$ cat src/rtl/xchg_pkg.sv
package xchg_pkg;

    localparam int LANES = 2;

    // Capture state set by the two sampled lane enables.
    typedef enum logic [1:0] {
        CAP_HOLD  = 2'd0,
        CAP_LANE1 = 2'd1,
        CAP_LANE2 = 2'd2,
        CAP_BOTH  = 2'd3
    } cap_state_t;

    // Source state of the return path.
    typedef enum logic {
        SRC_LANE2 = 1'b0,
        SRC_LANE1 = 1'b1
    } src_state_t;

    // Index of each port in the registered drive vector.
    localparam int DRV_A  = 0;
    localparam int DRV_B1 = 1;
    localparam int DRV_B2 = 2;
    localparam int DRV_N  = LANES + 1;

endpackage

$ cat src/rtl/xchg_ctrl.sv
module xchg_ctrl
    import xchg_pkg::*;
(
    input  logic                    clk,
    input  logic                    rst,
    input  logic                    cken1_n,
    input  logic                    cken2_n,
    input  logic                    sel,
    input  logic [DRV_N-1:0]        oe_n,
    output logic [LANES-1:0]        lane_load,
    output logic                    take_lane1,
    output logic [DRV_N-1:0]        drive
);

    cap_state_t cap_q, cap_d;
    src_state_t src_q, src_d;
    logic [DRV_N-1:0] oe_n_q;

    // Next-state selection from the raw control inputs.
    always_comb begin
        unique case ({~cken2_n, ~cken1_n})
            2'b00:   cap_d = CAP_HOLD;
            2'b01:   cap_d = CAP_LANE1;
            2'b10:   cap_d = CAP_LANE2;
            default: cap_d = CAP_BOTH;
        endcase
        src_d = sel ? SRC_LANE1 : SRC_LANE2;
    end

    // State register for the controls.
    always_ff @(posedge clk) begin
        if (rst) begin
            cap_q  <= CAP_HOLD;
            src_q  <= SRC_LANE2;
            oe_n_q <= '1;
        end else begin
            cap_q  <= cap_d;
            src_q  <= src_d;
            oe_n_q <= oe_n;
        end
    end

    // Decode of the state into data-path strobes.
    always_comb begin
        unique case (cap_q)
            CAP_HOLD:  lane_load = 2'b00;
            CAP_LANE1: lane_load = 2'b01;
            CAP_LANE2: lane_load = 2'b10;
            CAP_BOTH:  lane_load = 2'b11;
            default:   lane_load = 2'b00;
        endcase
        unique case (src_q)
            SRC_LANE1: take_lane1 = 1'b1;
            SRC_LANE2: take_lane1 = 1'b0;
            default:   take_lane1 = 1'b0;
        endcase
        drive = ~oe_n_q;
    end

endmodule

$ cat src/rtl/xchg_lane.sv
module xchg_lane #(
    parameter int WORD_W = 12
) (
    input  logic              clk,
    input  logic              rst,
    input  logic              load,
    input  logic [WORD_W-1:0] d,
    output logic [WORD_W-1:0] q
);

    always_ff @(posedge clk) begin
        if (rst)
            q <= '0;
        else if (load)
            q <= d;
    end

endmodule

$ cat src/rtl/xchg_return.sv
module xchg_return #(
    parameter int WORD_W = 12
) (
    input  logic              clk,
    input  logic              rst,
    input  logic              take_lane1,
    input  logic [WORD_W-1:0] lane1,
    input  logic [WORD_W-1:0] lane2,
    output logic [WORD_W-1:0] q
);

    logic [WORD_W-1:0] pick;

    always_comb pick = take_lane1 ? lane1 : lane2;

    always_ff @(posedge clk) begin
        if (rst)
            q <= '0;
        else
            q <= pick;
    end

endmodule

$ cat src/rtl/bus_width_exchanger.sv
module bus_width_exchanger
    import xchg_pkg::*;
#(
    parameter int WORD_W = 12
) (
    input  logic              clk,
    input  logic              rst,
    input  logic [WORD_W-1:0] a_in,
    input  logic              cken1_n,
    input  logic              cken2_n,
    input  logic              sel,
    input  logic              oe_a_n,
    input  logic              oe_b1_n,
    input  logic              oe_b2_n,
    input  logic [WORD_W-1:0] b1_in,
    input  logic [WORD_W-1:0] b2_in,
    output logic [WORD_W-1:0] a_out,
    output logic              a_drive,
    output logic [WORD_W-1:0] b1_out,
    output logic              b1_drive,
    output logic [WORD_W-1:0] b2_out,
    output logic              b2_drive
);

    logic [LANES-1:0]  lane_load;
    logic              take_lane1;
    logic [DRV_N-1:0]  oe_n_vec;
    logic [DRV_N-1:0]  drive_vec;
    logic [WORD_W-1:0] lane_q [LANES];

    always_comb begin
        oe_n_vec[DRV_A]  = oe_a_n;
        oe_n_vec[DRV_B1] = oe_b1_n;
        oe_n_vec[DRV_B2] = oe_b2_n;
    end

    xchg_ctrl u_ctrl (
        .clk        (clk),
        .rst        (rst),
        .cken1_n    (cken1_n),
        .cken2_n    (cken2_n),
        .sel        (sel),
        .oe_n       (oe_n_vec),
        .lane_load  (lane_load),
        .take_lane1 (take_lane1),
        .drive      (drive_vec)
    );

    for (genvar g = 0; g < LANES; g++) begin : g_lane
        xchg_lane #(.WORD_W(WORD_W)) u_lane (
            .clk  (clk),
            .rst  (rst),
            .load (lane_load[g]),
            .d    (a_in),
            .q    (lane_q[g])
        );
    end

    xchg_return #(.WORD_W(WORD_W)) u_ret (
        .clk        (clk),
        .rst        (rst),
        .take_lane1 (take_lane1),
        .lane1      (b1_in),
        .lane2      (b2_in),
        .q          (a_out)
    );

    always_comb begin
        b1_out   = lane_q[0];
        b2_out   = lane_q[1];
        a_drive  = drive_vec[DRV_A];
        b1_drive = drive_vec[DRV_B1];
        b2_drive = drive_vec[DRV_B2];
    end

endmodule

$ cat config.mk
export PLATFORM = sky130hd
export DESIGN_NAME = bus_width_exchanger
export DESIGN_NICKNAME = d
export VERILOG_FILES = /design/src/rtl/xchg_pkg.sv /design/src/rtl/xchg_ctrl.sv /design/src/rtl/xchg_lane.sv /design/src/rtl/xchg_return.sv /design/src/rtl/bus_width_exchanger.sv
export SDC_FILE = /design/constraint.sdc
export NUM_CORES = 1
export LEC_CHECK = 0
export CORE_MARGIN = 2
export CORE_UTILIZATION = 40
export DETAILED_ROUTE_END_ITERATION = 8
export PLACE_DENSITY = 0.93
export SLEW_MARGIN = 20
export SYNTH_ARGS = -nofsm -noshare
export SYNTH_HDL_FRONTEND = slang
export SYNTH_HIERARCHICAL = 1
export SYNTH_SLANG_ARGS = --single-unit
$ cat constraint.sdc
create_clock -name clk -period 1.55 [get_ports clk]
set_input_delay 0.31 -clock clk [delete_from_list [all_inputs] [get_ports clk]]
set_output_delay 0.31 -clock clk [all_outputs]
set_load 0.1 [all_outputs]
Word level (Yosys, flattened, before mapping):

Cells that the tools add are included.

* memories: 0
* memory bits (read-only): 0
* output and inout port bits: 39
* bits in writable memories: 0
* bits of input ports: 44
* bits in latches: 0
* register bits after elaboration: 42
* word-level logic and storage cells: 22

* equality and inequality tests: 5
* add/subtract/negate cells: 0
* reduce and logical (&&, ||, !) cells: 2
* divide/modulo/power cells: 0
* shift-type cells: 0
* order comparisons: 0
* multiply operators: 0
* muxes and demuxes: 5
* bitwise gates (word level): 4

Operators by type and width (number)
* 2-to-1 mux 12 bit: 1
* case mux 2 bit (4 select lines): 1
* == test 2 bit, second input constant: 3
* case mux 2 bit (3 select lines): 1
* == test 2 x 1 -> 1 bit, second input constant: 2
* logical NOT 2 bit: 2
* inverter 1 bit: 3
* inverter 3 bit: 1
* case mux 1 bit (2 select lines): 1
* 2-to-1 mux 1 bit: 1

Longest topological paths before layout:

Gate-level depths: netlist of the first run.

* depth after elaboration: 3
* mapped depth: 4
* depth with buffers taken out: 2

Hierarchy:

The synthesis of the first run kept the hierarchy.

Modules (own cells, without submodules)
* xchg_lane: area each 420.4 um2, seq. area each 240.2 um2, cells an instance 38, instances 2
* xchg_return: area each 420.4 um2, seq. area each 240.2 um2, cells an instance 38, instances 1
* xchg_ctrl: area each 171.4 um2, seq. area each 120.1 um2, cells an instance 17, instances 1

Worst setup path before layout of the first run:

Ideal clock, no wire load.

* path type: reg-to-reg
* start point: register, netlist name g_lane[0].u_lane/q[0]
* end point: register g_lane[0].u_lane.q[0]
* buffers on the path: 0
* library setup time: 0.067 ns
* stages on the path, launching flop included: 3
* required time: 1.483 ns
* period minus slack after synthesis: 1.240 ns
* arrival time: 1.173 ns
* path slack: 0.310 ns
* path through: dfxtp_1 > mux2i_1 > nor2_1

RTL lines
* to (signal assigned): RTL line xchg_lane.sv:13 `q <= '0;`
* to (signal assigned): RTL line xchg_lane.sv:15 `q <= d;`
* to (decl): RTL line xchg_lane.sv:8 `output logic [WORD_W-1:0] q`

Final worst setup path of the first run:

* start point: register g_lane[1].u_lane.q[8]
* end point: output port b2_out[8]

RTL lines
* from (decl): RTL line xchg_lane.sv:8
* from (signal assigned): RTL line xchg_lane.sv:13
* from (signal assigned): RTL line xchg_lane.sv:15
* to (decl): RTL line bus_width_exchanger.sv:21 `output logic [WORD_W-1:0] b2_out,`

No word-level cell between the ends.

==> flow_metrics.py, run 1 <==
metrics = {
    "outcome": {
        "outcome": "complete, no violations",
    },
    "global_routing": {
        "groute.usage.overall_pct": 19.5,
        "grt_pass1_vias": 1264,
        "grt_pass1_wl_um": 5980,
        "grt_max_degree": 43,
        "grt-ovfl-total": 0,
        "antenna_found_initial": 0,
    },
    "clock_network": {
        "worstSkewPairLatency_ns": 0.33,
        "clkSlewWorstSetupHoldPaths_ns": 0.11,
        "cts_tree": "yes",
        "root_buffer": "clkbuf_4",
        "cts_hold_buf": 0,
        "cts_made_buffers": 5,
        "cts_resized": 0,
        "clock-sinks": 42,
        "max-clock-path-buffers": 2,
        "post_cts_buffers": 0,
        "h-tree-depth": 2,
    },
    "synthesis": {
        "synth_commonest_cells": "dfxtp_1 (42), nor2_1 (38), mux2i_1 (36)",
        "synthArstFlopShare_pct": 0,
        "syn_inst": 131,
        "synth.most_common_cell": "dfxtp_1",
        "synth_edf_count": 0,
        "yosys_warnings": 6,
        "ys_seq_elements": 42,
        "syn-cell-area_mm2": 0.00143,
        "synth_area_leader_cell": "dfxtp_1",
        "syn_nets": 175,
        "synthTopCellsByArea": "dfxtp_1 (59%), mux2i_1 (25%), nor2_1 (10%), buf_6 (2.4%), clkbuf_1 (1.3%)",
        "ys_seq_area_share_pct": 58.7,
        "synth.top_cell.area_share_pct": 58.7,
        "synth_flop_cell": "dfxtp_1",
        "synth_cell_type_count": 8,
        "postSynthAreaPerCell_um2": 10.9,
    },
    "die": {
        "core-area_mm2": 0.00339,
        "pin_count": 83,
        "start_util_pct": 42.3,
        "dieArea_mm2": 0.00408,
        "num_rows": 21,
        "die_h_um": 63.8,
        "die_w_um": 63.8,
    },
    "sta": {
        "worstMarginPinSlew_ns": 0.191,
        "fin_crit_sh_pct": 80.2,
        "fin_tns_setup_ns": 0,
        "finalHoldViolations": 0,
        "fin_crit_ns": 1.24,
        "setup_viol": 0,
        "slew_headroom_pct": 86.9,
        "rsz0062_at_grt": "false",
        "max_freq_mhz": 805,
        "drv_slew": 0,
        "hold_ws_ns": 0.492,
        "skew_ns": 0.00553,
    },
    "worst_setup_path": {
        "worstSetupPathType": "register to primary output",
        "cp.depth": 1,
        "cp_max_fo": 2,
        "critPathTopFamily": "flip-flops",
        "ff2ff_path_depth": 3,
        "cpPeakStageDelay_ns": 0.40,
        "worstPathArrival_ns": 0.93,
        "worstSetupEndpointType": "primary output",
        "path_buf_inv": 1,
        "startpoint_type": "register",
        "crit_required_ns": 1.24,
        "path_cells": "buf_12",
        "crit_slowest_cell": "dfxtp_1",
    },
    "drt": {
        "first_pass_iters": 4,
        "ant_nets": 0,
        "dr.first_iter.drc_count": 42,
        "post_drt_wl_per_cell_um": 14.1,
        "routed_via_density": 4.64,
        "drt_wl_total_um": 3690,
        "drc": 0,
        "num_vias": 1210,
    },
    "power_and_ir_drop": {
        "power_density_mw_per_mm2": 942,
        "p_leak_nw": 1.13,
        "power_mw": 2.58,
        "vdd_ir_drop_max_mv": 0.832,
    },
    "finish": {
        "register_area_um2": 841,
        "diodes": 0,
        "multi_input_area_um2": 528,
        "syn2layout_area_growth_pct": 91.4,
        "drive_above_1_share_pct": 22.8,
        "fillCellCount": 190,
        "nets": 260,
    },
    "placed_design": {
        "gp_congestion": 0.689,
        "portBuffers": 82,
    },
    "flow_run": {
        "cap_violations": 0,
    },
    "hold_path": {
        "hold_depth": 2,
        "hold_path_class": "input port to register",
    },
}
-- stage by stage --
stage | worst slack (ns) | area, µm² | std cells | util (%)
detailed placement | 0.211 | 2690 | 255 | 79.4
global placement | 0.259 | 2690 | 255 | 79.4
CTS | 0.280 | 2740 | 261 | 80.9
finish | 0.307 | 2740 | 261 | 80.9
global route | 0.244 | 2740 | 261 | 80.9
floorplan | 0.310 | 1430 | 131 | -
-- cells in the final DEF (no fill, tap or decap), drive strengths merged --
cell type and n:
or2 3, clkdlybuf4s50 43, dfxtp 42, clkbuf 6, nor2 38, buf 43
inv 3, mux2i 36, nor2b 1
-- kinds of logic (layout without fill, tap and decap cells) --
kind of cell           count (synthesis)  count (layout)  share of synthesized area, %
buffers and inverters                 11              95                          4.45
flip-flops                            42              42                          58.7
multiplexers                          36              36                          25.2
AND/OR/NAND/NOR                       42              42                          11.7
-- path summary, 6_finish.rpt --
check	from	to	slack, ns
min	cken2_n	u_ctrl/cap_q[1]	0.49
max reg2reg	u_ctrl/src_q	u_ret/q[9]	0.52
min reg2reg	g_lane[1].u_lane/q[11]	g_lane[1].u_lane/q[11]	0.56
max	g_lane[1].u_lane/q[8]	b2_out[8]	0.31
-- power by group --
group	switching, mW	internal [mW]	total [mW]
logic	0.522	0.362	0.884
clock network	0.304	0.205	0.508
registers	0.0527	1.14	1.19
total	0.879	1.71	2.58
-- layer usage --
layer  track usage [%]  share of wire (%)  wire [µm]
met2              36.5                 52       1920
met4              5.71                1.2         46
met5                 0                  0          0
met1              19.5                 37       1350
met3              8.10                9.9        364
-- layout make-up --
class | instances | share of cell area, %
timing repair buffer | 86 | 45.7
sequential | 42 | 30.7
multi-input combinational | 78 | 19.3
tap | 46 | 2.10
clock buffer | 6 | 1.87
inverter | 3 | 0.411
-- sequential cells by signal (all words and copies together) (netlist names) --
signal and count:
u_ctrl/src_q 1, u_ret/q 12, u_ctrl/oe_n_q 3, g_lane.u_lane/q 24, u_ctrl/cap_q 2
No activity file was read; power rests on OpenSTA's default activity.
==> run 2: changes to the inputs <==
--- a/config.mk
+++ b/config.mk
@@ -6,9 +6,9 @@
 export NUM_CORES = 1
 export LEC_CHECK = 0
 export CORE_MARGIN = 2
-export CORE_UTILIZATION = 40
+export CORE_UTILIZATION = 33
 export DETAILED_ROUTE_END_ITERATION = 8
-export PLACE_DENSITY = 0.93
+export PLACE_DENSITY = 0.83
 export SLEW_MARGIN = 20
 export SYNTH_ARGS = -nofsm -noshare
 export SYNTH_HDL_FRONTEND = slang
==> constraint.sdc (replaced) <==
create_clock -name clk -period 1 [get_ports clk]
set_input_delay 0.2 -clock clk [delete_from_list [all_inputs] [get_ports clk]]
set_output_delay 0.2 -clock clk [all_outputs]
set_load 0.1 [all_outputs]
==> run 2 against run 1 <==
Compared with the run above:
- the run now ends with setup timing left
- critical endpoint is now a_drive
- highest routed layer unchanged
- sequential cell count is the same
- clock power up 110%
- setup slack lost 0.41 ns
- critical path type unchanged
- final cell count is 3.4% higher
- largest cell class unchanged
- clock skew barely moved
==> flow_metrics.py, run 2 (same netlist as run 1, synthesis figures left out) <==
metrics = {
    "outcome": {
        "outcome": "finished, violations left",
        "violations": "setup timing",
    },
    "die": {
        "pin_count": 83,
        "core-area_mm2": 0.00409,
        "num_rows": 23,
        "die_w_um": 69.9,
        "die_h_um": 69.9,
        "dieArea_mm2": 0.00488,
        "start_util_pct": 35.1,
    },
    "global_routing": {
        "groute.usage.overall_pct": 15.5,
        "grt_pass1_wl_um": 5840,
        "antenna_found_initial": 0,
        "grt_max_degree": 24,
        "grt_pass1_vias": 1270,
        "grt-ovfl-total": 0,
    },
    "drt": {
        "first_pass_iters": 4,
        "dr.first_iter.drc_count": 48,
        "drt_wl_total_um": 3430,
        "num_vias": 1206,
        "ant_nets": 0,
        "post_drt_wl_per_cell_um": 12.7,
        "routed_via_density": 4.47,
        "drc": 0,
    },
    "clock_network": {
        "cts_tree": "yes",
        "worstSkewPairLatency_ns": 0.29,
        "root_buffer": "clkbuf_8",
        "h-tree-depth": 2,
        "post_cts_buffers": 0,
        "clock-sinks": 42,
        "clkSlewWorstSetupHoldPaths_ns": 0.07,
        "max-clock-path-buffers": 2,
        "cts_hold_buf": 0,
        "cts_made_buffers": 5,
    },
    "worst_setup_path": {
        "r2r_slack_ns": 0.07,
        "path_buf_inv": 2,
        "cpPeakStageDelay_ns": 0.35,
        "critPathTopFamily": "flip-flops",
        "crit_required_ns": 0.80,
        "worstSetupEndpointType": "primary output",
        "cp_max_fo": 1,
        "worstSetupPathType": "register to primary output",
        "path_cells": "clkinvlp_4, buf_12",
        "worstPathArrival_ns": 0.90,
        "startpoint_type": "register",
        "crit_slowest_cell": "dfxtp_2",
    },
    "finish": {
        "multi_input_area_um2": 528,
        "diodes": 0,
        "drive_above_1_share_pct": 43.2,
        "fillCellCount": 296,
        "final_util_pct": 71.2,
        "mostFrequentLayoutCells": "buf_12 (43), clkdlybuf4s50_1 (43), dfxtp_2 (39), nor2_1 (38), mux2i_1 (36)",
        "nets": 263,
        "final_cells": 270,
        "register_area_um2": 890,
        "top_register": "g_lane.u_lane/q",
        "syn2layout_area_growth_pct": 103,
        "reg_top3": "g_lane.u_lane/q x24, u_ret/q x12, u_ctrl/oe_n_q x3",
        "largest_reg_flops": 24,
    },
    "sta": {
        "setup_viol": 39,
        "skew_ns": 0.00522,
        "fin_crit_sh_pct": 110,
        "slew_headroom_pct": 89.0,
        "drv_slew": 0,
        "worstMarginPinSlew_ns": 0.160,
        "fin_ws_ns": -0.104,
        "hold_ws_ns": 0.443,
        "rsz0062_at_grt": "true",
        "finalHoldViolations": 0,
        "max_freq_mhz": 906,
        "fin_crit_ns": 1.10,
    },
    "power_and_ir_drop": {
        "vdd_ir_drop_max_mv": 0.830,
        "power_mw": 4.34,
        "power_density_mw_per_mm2": 1490,
        "p_leak_nw": 1.17,
    },
    "hold_path": {
        "hold_path_class": "input port to register",
    },
    "placed_design": {
        "place_inst": 262,
        "dp_hpwl_um": 2870,
        "portBuffers": 82,
        "gp_congestion": 0.665,
    },
    "flow_run": {
        "cap_violations": 0,
    },
}
run 2: cell types whose count changed in the layout (fill, tap and decap cells not counted), sizes merged:
cell	before	now
buf	43	46
clkbuf	6	7
clkinv	0	1
clkinvlp	0	3
inv	3	0
run 2: final cells by class:
cell class,count,share of cell area [%]
multi-input combinational,78,18.2
clock inverter,1,0.172
tap,50,2.15
timing repair buffer,89,45.2
clock buffer,7,2.97
sequential,42,30.6
inverter,3,0.775
run 2: layer usage:
layer	track usage, %	vias to the layer above	share of wire, %
met2	27.5	58	53
li1	-	600	-
met1	15.2	543	34
met5	0	-	0
met4	8.33	0	2.0
met3	6.35	5	11
run 2: where the power goes:
part	switching [mW]	internal, mW	leakage (nW)
Clock	0.520	0.556	0.0482
Sequential	0.0868	1.78	0.359
Combinational	0.799	0.589	0.761
run 2: final timing paths:
check                                      startpoint  cells after the start                endpoint
worst max-delay path                 u_ctrl/oe_n_q[0]                      2                 a_drive
worst min-delay path                          cken1_n                      2         u_ctrl/cap_q[0]
worst max register to register        u_ctrl/cap_q[1]                      3  g_lane[1].u_lane/q[10]
worst min register to register  g_lane[0].u_lane/q[5]                      2   g_lane[0].u_lane/q[5]
run 2: metrics by stage:
step           instance area (µm²)  setup slack, ns  TNS (ns)
2_1_floorplan                 1490           0.0114         0
3_3_place_gp                  2810           -0.167     -4.56
3_5_place_dp                  2810           -0.192     -5.48
4_1_cts                       2910           -0.120     -1.37
5_1_grt                       2910           -0.135     -1.86
6_report                      2910           -0.104    -0.761
run 2: repair_timing:
item,4_1_cts,5_1_grt
pin swaps,0,0
gates cloned,0,0
gates resized for setup,3,0
endpoints found under the hold margin,0,0
endpoints found under the setup margin,39,39
